$ cat src/rtl/tw_pkg.sv
package tw_pkg;
   localparam logic [2:0] SEL_CTRL = 3'd0;
   localparam logic [2:0] SEL_CTX  = 3'd1;
   localparam logic [2:0] SEL_EPN  = 3'd2;
   localparam logic [2:0] SEL_L1   = 3'd3;
   localparam logic [2:0] SEL_L2   = 3'd4;
   localparam logic [2:0] SEL_RPN  = 3'd5;

   localparam int IDX_LSB  = 8;
   localparam int RSV_BIT  = 27;
   localparam int EV_BIT   = 9;
   localparam int PAGE_W   = 20;
   localparam int L1_IDX_W = 10;

   typedef struct packed {
      logic [3:0] grp;
      logic       guard;
      logic [1:0] size;
      logic       wt;
      logic       sv;
   } attr_t;
endpackage

$ cat src/rtl/tw_index_seq.sv
module tw_index_seq
   import tw_pkg::*;
#(
   parameter int          IDX_W    = 5,
   parameter int          RSV_CNT  = 4,
   parameter logic [31:0] CTRL_RST = 32'h0400_0000
) (
   input  logic             clk,
   input  logic             rst_n,
   input  logic             wr_ctrl,
   input  logic [31:0]      wdata,
   input  logic             adv,
   output logic [31:0]      ctrl_q,
   output logic [IDX_W-1:0] idx
);
   localparam logic [IDX_W-1:0] RSV_L = IDX_W'(RSV_CNT);

   logic [IDX_W-1:0] dec;
   logic [IDX_W-1:0] nxt;

   assign idx = ctrl_q[IDX_LSB +: IDX_W];
   assign dec = idx - 1'b1;

   generate
      if (RSV_CNT == 0) begin : g_plain
         assign nxt = dec;
      end else begin : g_skip
         assign nxt = (ctrl_q[RSV_BIT] && (dec < RSV_L)) ? '1 : dec;
      end
   endgenerate

   always_ff @(posedge clk) begin
      if (!rst_n)
         ctrl_q <= CTRL_RST;
      else if (wr_ctrl)
         ctrl_q <= wdata;
      else if (adv)
         ctrl_q[IDX_LSB +: IDX_W] <= nxt;
   end
endmodule

$ cat src/rtl/tw_addr_gen.sv
module tw_addr_gen
   import tw_pkg::*;
#(
   parameter int ASID_W = 4
) (
   input  logic [2:0]        sel,
   input  logic [31:0]       ctrl_q,
   input  logic [ASID_W-1:0] ctx_asid,
   input  logic [PAGE_W-1:0] epn_page,
   input  logic              epn_ev,
   input  logic [ASID_W-1:0] epn_asid,
   input  logic [PAGE_W-1:0] l1_base,
   input  logic [PAGE_W-1:0] l2_base,
   output logic [31:0]       rdata
);
   always_comb begin
      rdata = '0;
      case (sel)
         SEL_CTRL: rdata = ctrl_q;
         SEL_CTX:  rdata[ASID_W-1:0] = ctx_asid;
         SEL_EPN: begin
            rdata[31:12]        = epn_page;
            rdata[EV_BIT]       = epn_ev;
            rdata[ASID_W-1:0]   = epn_asid;
         end
         SEL_L1:   rdata = {l1_base, epn_page[PAGE_W-1 -: L1_IDX_W], 2'b00};
         SEL_L2:   rdata = {l2_base, epn_page[L1_IDX_W-1:0], 2'b00};
         default:  rdata = '0;
      endcase
   end
endmodule

$ cat src/rtl/tw_entry_out.sv
module tw_entry_out
   import tw_pkg::*;
#(
   parameter int IDX_W  = 5,
   parameter int ASID_W = 4
) (
   input  logic              clk,
   input  logic              rst_n,
   input  logic              commit,
   input  logic [IDX_W-1:0]  idx,
   input  logic [PAGE_W-1:0] epn_page,
   input  logic [ASID_W-1:0] epn_asid,
   input  logic              epn_ev,
   input  attr_t             attr,
   input  logic [31:0]       rpn,
   output logic              tlb_we,
   output logic [IDX_W-1:0]  tlb_idx,
   output logic [PAGE_W-1:0] tlb_epn,
   output logic [ASID_W-1:0] tlb_asid,
   output logic              tlb_ev,
   output attr_t             tlb_attr,
   output logic [31:0]       tlb_rpn
);
   always_ff @(posedge clk) begin
      if (!rst_n) begin
         tlb_we   <= 1'b0;
         tlb_idx  <= '0;
         tlb_epn  <= '0;
         tlb_asid <= '0;
         tlb_ev   <= 1'b0;
         tlb_attr <= '0;
         tlb_rpn  <= '0;
      end else begin
         tlb_we <= commit;
         if (commit) begin
            tlb_idx  <= idx;
            tlb_epn  <= epn_page;
            tlb_asid <= epn_asid;
            tlb_ev   <= epn_ev;
            tlb_attr <= attr;
            tlb_rpn  <= rpn;
         end
      end
   end
endmodule

$ cat src/rtl/tw_tlb_loader.sv
module tw_tlb_loader
   import tw_pkg::*;
#(
   parameter int          IDX_W    = 5,
   parameter int          ASID_W   = 4,
   parameter int          RSV_CNT  = 4,
   parameter logic [31:0] CTRL_RST = 32'h0400_0000
) (
   input  logic              clk,
   input  logic              rst_n,
   input  logic [2:0]        sr_sel,
   input  logic              sr_wr,
   input  logic [31:0]       sr_wdata,
   output logic [31:0]       sr_rdata,
   input  logic              miss_valid,
   input  logic [19:0]       miss_page,
   output logic              tlb_we,
   output logic [IDX_W-1:0]  tlb_idx,
   output logic [19:0]       tlb_epn,
   output logic [ASID_W-1:0] tlb_asid,
   output logic              tlb_ev,
   output logic [3:0]        tlb_grp,
   output logic              tlb_guard,
   output logic [1:0]        tlb_size,
   output logic              tlb_wt,
   output logic              tlb_sv,
   output logic [31:0]       tlb_rpn
);
   generate
      if (IDX_W < 1 || IDX_W > 5) begin : g_bad_idx
         $error("IDX_W must fit the 5-bit index field");
      end
      if (ASID_W < 1 || ASID_W > 4) begin : g_bad_asid
         $error("ASID_W must fit the 4-bit ASID field");
      end
      if (RSV_CNT < 0 || RSV_CNT >= (1 << IDX_W)) begin : g_bad_rsv
         $error("RSV_CNT must be below the index range");
      end
   endgenerate

   logic              wr_ctrl, wr_ctx, wr_epn, wr_l1, wr_l2, commit;
   logic [31:0]       ctrl_q;
   logic [IDX_W-1:0]  idx;
   logic [ASID_W-1:0] ctx_asid;
   logic [PAGE_W-1:0] epn_page;
   logic              epn_ev;
   logic [ASID_W-1:0] epn_asid;
   logic [PAGE_W-1:0] l1_base;
   logic [PAGE_W-1:0] l2_base;
   attr_t             attr;
   attr_t             tlb_attr;

   assign wr_ctrl = sr_wr && (sr_sel == SEL_CTRL);
   assign wr_ctx  = sr_wr && (sr_sel == SEL_CTX);
   assign wr_epn  = sr_wr && (sr_sel == SEL_EPN);
   assign wr_l1   = sr_wr && (sr_sel == SEL_L1);
   assign wr_l2   = sr_wr && (sr_sel == SEL_L2);
   assign commit  = sr_wr && (sr_sel == SEL_RPN);

   always_ff @(posedge clk) begin
      if (!rst_n) begin
         ctx_asid <= '0;
         epn_page <= '0;
         epn_ev   <= 1'b0;
         epn_asid <= '0;
         l1_base  <= '0;
         l2_base  <= '0;
         attr     <= '0;
      end else begin
         if (wr_ctx) ctx_asid <= sr_wdata[ASID_W-1:0];
         if (miss_valid) begin
            epn_page <= miss_page;
            epn_ev   <= 1'b1;
            epn_asid <= ctx_asid;
         end else if (wr_epn) begin
            epn_page <= sr_wdata[31:12];
            epn_ev   <= sr_wdata[EV_BIT];
            epn_asid <= sr_wdata[ASID_W-1:0];
         end
         if (wr_l1) l1_base <= sr_wdata[31:12];
         if (wr_l2) begin
            l2_base <= sr_wdata[31:12];
            attr    <= attr_t'(sr_wdata[8:0]);
         end
      end
   end

   tw_index_seq #(.IDX_W(IDX_W), .RSV_CNT(RSV_CNT), .CTRL_RST(CTRL_RST)) u_seq (
      .clk(clk), .rst_n(rst_n), .wr_ctrl(wr_ctrl), .wdata(sr_wdata),
      .adv(commit), .ctrl_q(ctrl_q), .idx(idx)
   );

   tw_addr_gen #(.ASID_W(ASID_W)) u_rd (
      .sel(sr_sel), .ctrl_q(ctrl_q), .ctx_asid(ctx_asid), .epn_page(epn_page),
      .epn_ev(epn_ev), .epn_asid(epn_asid), .l1_base(l1_base), .l2_base(l2_base),
      .rdata(sr_rdata)
   );

   tw_entry_out #(.IDX_W(IDX_W), .ASID_W(ASID_W)) u_out (
      .clk(clk), .rst_n(rst_n), .commit(commit), .idx(idx), .epn_page(epn_page),
      .epn_asid(epn_asid), .epn_ev(epn_ev), .attr(attr), .rpn(sr_wdata),
      .tlb_we(tlb_we), .tlb_idx(tlb_idx), .tlb_epn(tlb_epn), .tlb_asid(tlb_asid),
      .tlb_ev(tlb_ev), .tlb_attr(tlb_attr), .tlb_rpn(tlb_rpn)
   );

   assign tlb_grp   = tlb_attr.grp;
   assign tlb_guard = tlb_attr.guard;
   assign tlb_size  = tlb_attr.size;
   assign tlb_wt    = tlb_attr.wt;
   assign tlb_sv    = tlb_attr.sv;
endmodule

$ cat config.mk
export PLATFORM = sky130hd
export DESIGN_NAME = tw_tlb_loader
export DESIGN_NICKNAME = d
export VERILOG_FILES = /design/src/rtl/tw_pkg.sv /design/src/rtl/tw_index_seq.sv /design/src/rtl/tw_addr_gen.sv /design/src/rtl/tw_entry_out.sv /design/src/rtl/tw_tlb_loader.sv
export SDC_FILE = /design/constraint.sdc
export NUM_CORES = 1
export LEC_CHECK = 0
export ABC_AREA = 0
export BUFFER_PORTS_ARGS = -buffer_cell sky130_fd_sc_hd__buf_4
export CAP_MARGIN = 20
export CORE_ASPECT_RATIO = 1.4
export CORE_MARGIN = 4
export CORE_UTILIZATION = 27
export DETAILED_ROUTE_END_ITERATION = 7
export PLACE_DENSITY = 0.49
export SETUP_SLACK_MARGIN = 0.3
export SYNTH_ARGS = -nofsm -noshare
export SYNTH_HDL_FRONTEND = slang
export SYNTH_HIERARCHICAL = 1
export SYNTH_SLANG_ARGS = --single-unit
$ cat constraint.sdc
create_clock -name clk -period 2 [get_ports clk]
set_input_delay 0.5 -clock clk [delete_from_list [all_inputs] [get_ports clk]]
set_output_delay 0.5 -clock clk [all_outputs]
set_load 0.01 [all_outputs]
== After elaboration in Yosys (flattened, before gate mapping) ==
Cells that the tools add are included.
Operators by class
  equal/unequal tests: 5
  reductions and logical operators: 10
  add/subtract/negate cells: 1
  mux-type cells: 14
  magnitude comparators: 1
Operators by type and width (count)
  case mux 20 bit (4 select lines): 1
  2-to-1 mux 20 bit: 2
  case mux 4 bit (5 select lines): 1
  2-to-1 mux 5 bit: 3
  case mux 5 bit (3 select lines): 1
  2-to-1 mux 4 bit: 2
  logical AND 1 bit: 7
  equality test 3 x 2 -> 1 bit, second input constant: 2
  equality test 3 bit, second input constant: 2
  case mux 2 bit (3 select lines): 1
  < comparator 5 x 3 -> 1 bit, second input constant: 1
  subtractor 5 x 1 -> 5 bit, second input constant: 1
  case mux 1 bit (4 select lines): 1
  nonzero test 2 bit: 2
  equality test 3 x 1 -> 1 bit, second input constant: 1
  zero test 3 bit: 1
  2-to-1 mux 1 bit: 2
Storage, ports and cells
  bits in registers: 182
  logic and storage cells: 55
  output and inout bits: 104
  bits of input ports: 59

== Logic depth before layout (Yosys ltp) ==
  depth in word-level cells: 6
  mapped depth: 6
  depth with buffers taken out: 5

== Modules after synthesis ==
The synthesis kept the hierarchy.
By module, submodules not included
  tw_tlb_loader: cells each 371, seq. area each 1561.5 µm², area each 3076.7 µm², times used 1
  tw_entry_out: cells each 231, seq. area each 1441.4 µm², area each 2750.1 µm², times used 1
  tw_index_seq: cells each 130, seq. area each 640.6 µm², area each 1368.8 µm², times used 1
  tw_addr_gen: cells each 141, seq. area each 0.0 µm², area each 978.4 µm², times used 1

== Worst setup path after synthesis ==
OpenSTA, ideal clock, no wires.
  path type: input port to output port
  start point: input sr_sel[0]
  end point: output sr_rdata[2]
  arrival: 1.242 ns
  stages: 4
  slack: 0.258 ns
  data required time: 1.500 ns
  path buffers: 1
  cells stage by stage: buf_6 > mux4_2 > inv_2 > o21ai_2
On the way
  cells in the longest elaborated chain, start to end: 2
  elaborated cells on any way between the ends: 6
  those cells by class: eq/ne (4); mux (1); reduce/logical (1)
RTL lines
  start, declared: RTL line tw_tlb_loader.sv:11  | input logic [2:0] sr_sel,
  equality test 3 bit, or another cell as far along: RTL line tw_addr_gen.sv:18  | case (sel)
  case mux 4 bit (5 select lines) *: RTL line tw_addr_gen.sv:18
  end, declared: RTL line tw_tlb_loader.sv:14  | output logic [31:0] sr_rdata,
Mark *: on every way between the ends. The rest lies on a longest branch, timed or not.

== Worst setup path in the final report ==
  start point: input sr_sel[1]
  end point: output sr_rdata[8]
On the way
  cells in the longest elaborated chain, start to end: 2
  elaborated cells on any way between the ends: 4
  those cells by class: eq/ne (2); mux (1); reduce/logical (1)
RTL lines (RTL line)
  equality test 3 bit, or another cell as far along: tw_addr_gen.sv:18
  case mux 5 bit (3 select lines) *: tw_addr_gen.sv:18
Marked as above.

==> results.py <==
metrics = {
    "drt": {
        "routedWlPerCell_um": 18.46,
        "drt_pass1_iterations": 5,
        "wirelength_mm": 27.09,
        "vias": 6793,
        "routed_via_density": 4.627,
        "first_iter_violations": 281,
        "postRouteAntennaNets": 0,
        "drc": 0,
    },
    "synthesis": {
        "synth_area_per_cell_um2": 9.363,
        "synth_cells": 873,
        "synth_cell_types": 50,
        "async_reset_ff_share_pct": 0,
        "synth_top_family_by_area": "simple AND/OR/NAND/NOR gates",
        "synthTopCellsByArea": "dfxtp_1 (45%), mux2i_1 (16%), nand2_1 (8.2%), nor2b_1 (7.8%), a21boi_1 (4.5%)",
        "synth_compound_area_share_pct": 14.04,
        "seq_area_frac_synth_pct": 44.57,
        "yosysTopAreaCell": "dfxtp_1",
        "synth_nets": 933,
        "synthMuxAreaShare_pct": 15.83,
        "synth_fa_ha_area_share_pct": 0.1531,
        "yosys.area_share.simple_pct": 18.84,
        "synth_ff_type": "dfxtp_1",
        "synth_edf_count": 0,
        "ys_ff_latch": 182,
        "synth_top_area_share_pct": 44.57,
        "netlist_area_um2": 8174,
        "synth_xor_area_share_pct": 0.3214,
        "yosys_warnings": 6,
    },
    "setup_path": {
        "crit_type": "in2out",
        "worstSetupEndpointType": "primary output",
        "slowest_stage": "o21ai_1",
        "setup.worst_path.start": "sr_sel[1]",
        "cp_cell_sequence": "buf_12, buf_12, buf_12, nor2_4, buf_6, a22oi_2, o21ai_1, buf_4",
        "required_ps": 1500,
        "ff2ff_setup_slack_ps": 550,
        "worst_ep_arrival_time_ps": 1560,
        "worst_setup_path_start_kind": "input port",
        "worst_path_most_repeated_cell": "buf_12",
        "slowest_delay_ps": 220,
        "path_max_fanout": 8,
        "reg2reg_from": "u_seq/ctrl_q[8]",
        "path_delay_family": "buffers and inverters",
        "worst-path-buf-inv": 5,
    },
    "final_layout": {
        "stdcell_count": 1468,
        "nets": 1129,
        "drive_above_1_share_pct": 33.55,
        "multi_input_area_um2": 4348,
        "final_area_um2": 11350,
        "utilization_pct": 37.93,
        "ff_latch_area_um2": 3689,
        "syn_to_final_growth_pct": 38.89,
        "fillCellCount": 3001,
    },
    "timing": {
        "finalSetupViolations": 15,
        "fin_tns_setup_ps": -351.9,
        "fin_crit_sh_pct": 102.8,
        "hold_viol_final": 0,
        "fmax_mhz": 486.1,
        "slew_viol_final": 0,
        "tightest_slew_ps": 340.7,
        "fin_ws_ps": -56.99,
        "finClkSkew_ps": 12.00,
        "rsz0062_at_grt": "true",
        "period_needed_ps": 2057,
        "slew_headroom_pct": 77.09,
        "hold_slack_ps": 310.6,
    },
    "die": {
        "fp.dieW_um": 155.1,
        "die_h_um": 213.9,
        "die_area_um2": 33160,
        "start_util_pct": 27.31,
        "rows": 75,
        "io_pins": 163,
        "core-area_um2": 29940,
    },
    "clock_tree": {
        "clock_path_buffers": 2,
        "root_buffer": "clkbuf_16",
        "htree_levels": 4,
        "cts.sinks": 182,
        "path_clk_slew_ps": 70,
        "clk_latency_ps": 460,
        "numCtsBuffers": 17,
        "cts_tree": "built",
    },
    "worst_hold_path": {
        "hold_class": "in2reg",
        "hold_start": "sr_wdata[8]",
    },
    "grt": {
        "grt_util_all_layers_pct": 16.14,
        "grt_pass1_wl_mm": 40.94,
        "grt-ovfl-total": 0,
        "grt_pass1_vias": 6772,
        "grt_start_max_net_pins": 51,
        "antenna_found_initial": 1,
    },
    "run": {
        "drv_cap": 0,
    },
    "power": {
        "p_per_area_nw_per_um2": 722.6,
        "p_total_mw": 8.204,
        "leakage_nw": 4.314,
        "peakVddDrop_mv": 0.5351,
    },
    "placed_design": {
        "dp_cells": 1415,
        "dpl.hpwl_mm": 19.30,
        "io_buffers": 162,
        "dpl_cell_area_um2": 10090,
        "place_ws_ps": -141.8,
        "place_congestion": 0.7593,
    },
    "status": {
        "outcome": "finished, violations left",
        "violations": "negative setup slack",
    },
}
-- layout make-up --
cell class,count,area share [%]
tap,385,4.243
clock buffer,18,3.868
sequential,182,32.49
multi-input combinational,613,38.30
antenna,1,0.02204
clock inverter,14,1.124
timing repair buffer,250,19.79
inverter,5,0.1653
-- synth_stat cells (2+ instances only) --
master     instances
dfxtp_1          182
nand2_1          179
mux2i_1          127
nor2b_1          102
a21boi_1          49
clkbuf_1          31
a31oi_1           28
o21ai_1           27
o21ai_0           26
a2bb2oi_1         21
buf_2             13
buf_4             13
buf_8              8
a22oi_1            6
buf_6              6
a21oi_1            4
inv_1              4
or3_1              4
and4bb_1           3
o211ai_1           3
and2_1             2
and2b_1            2
and4b_1            2
nand4bb_1          2
nor3b_1            2
or2_1              2
xnor2_1            2
-- cell usage in the layout, fill, tap and decap left out, types with 4 or more instances in the layout --
cell type,n
dfxtp_4,8
inv_8,5
o21ai_1,16
dfxtp_2,12
nand2_1,164
buf_4,206
buf_6,20
dfxtp_1,162
a22oi_2,6
a31oi_1,28
inv_1,4
buf_12,19
or3_1,4
nor2b_1,102
nand2_2,9
clkbuf_16,19
o21ai_2,9
a2bb2oi_1,8
a21boi_1,49
o21ai_0,26
nand2_4,6
mux2i_1,124
a2bb2oi_2,13
inv_6,7
-- cell families (layout without fill, tap and decap cells) --
group | Yosys count | after routing
compound gates | 172 | 172
other cells | 0 | 1
mux | 128 | 128
buf+inv | 78 | 287
xor+xnor | 3 | 3
flops | 182 | 182
fa+ha+maj | 1 | 1
simple gates | 309 | 309
-- registers in the layout, indices dropped and copies added (netlist names), 4 cells and up --
name and count:
u_out/tlb_rpn 32, u_seq/ctrl_q 32, epn_page 20, l1_base 20
l2_base 20, u_out/tlb_epn 20, attr 9, u_out/tlb_attr 9
u_out/tlb_idx 5, ctx_asid 4, epn_asid 4, u_out/tlb_asid 4
-- final timing paths --
kind	endpoint	depth (start not counted)
max	sr_rdata[8]	8
min	attr[8]	3
max reg2reg	u_seq/ctrl_q[11]	5
min reg2reg	attr[4]	2
-- repair_timing --
| item | in CTS | in global routing |
|---|---|---|
| resized for setup | 93 | 35 |
| setup endpoints to repair | 32 | 32 |
| endpoints found under the hold margin | 0 | 0 |
| pin swaps | 16 | 18 |
| gates cloned | 2 | 2 |
| hold buffers | 0 | 0 |
| setup buffers | 12 | 4 |
-- layer usage --
metal / vias up / track usage, % / share of wire [%]
li1: 3378 / - / -
met1: 3242 / 20.25 / 44
met2: 150 / 27.65 / 50
met3: 23 / 2.806 / 4.0
met4: 0 / 6.277 / 2.0
met5: - / 0 / 0
-- report_power, final --
| part | internal [mW] | switching (mW) |
|---|---|---|
| logic | 0.528 | 0.503 |
| registers | 3.72 | 0.0982 |
| clock network | 1.69 | 1.67 |
| total | 5.94 | 2.27 |
-- worst register-to-register path, cell delays in order (launching register included) --
cell	delay, ps
dfxtp_2	450
inv_1	70
ha_1	250
xnor2_1	150
a21boi_0	270
a31oi_1	120
No activity file was read; power rests on OpenSTA's default activity.
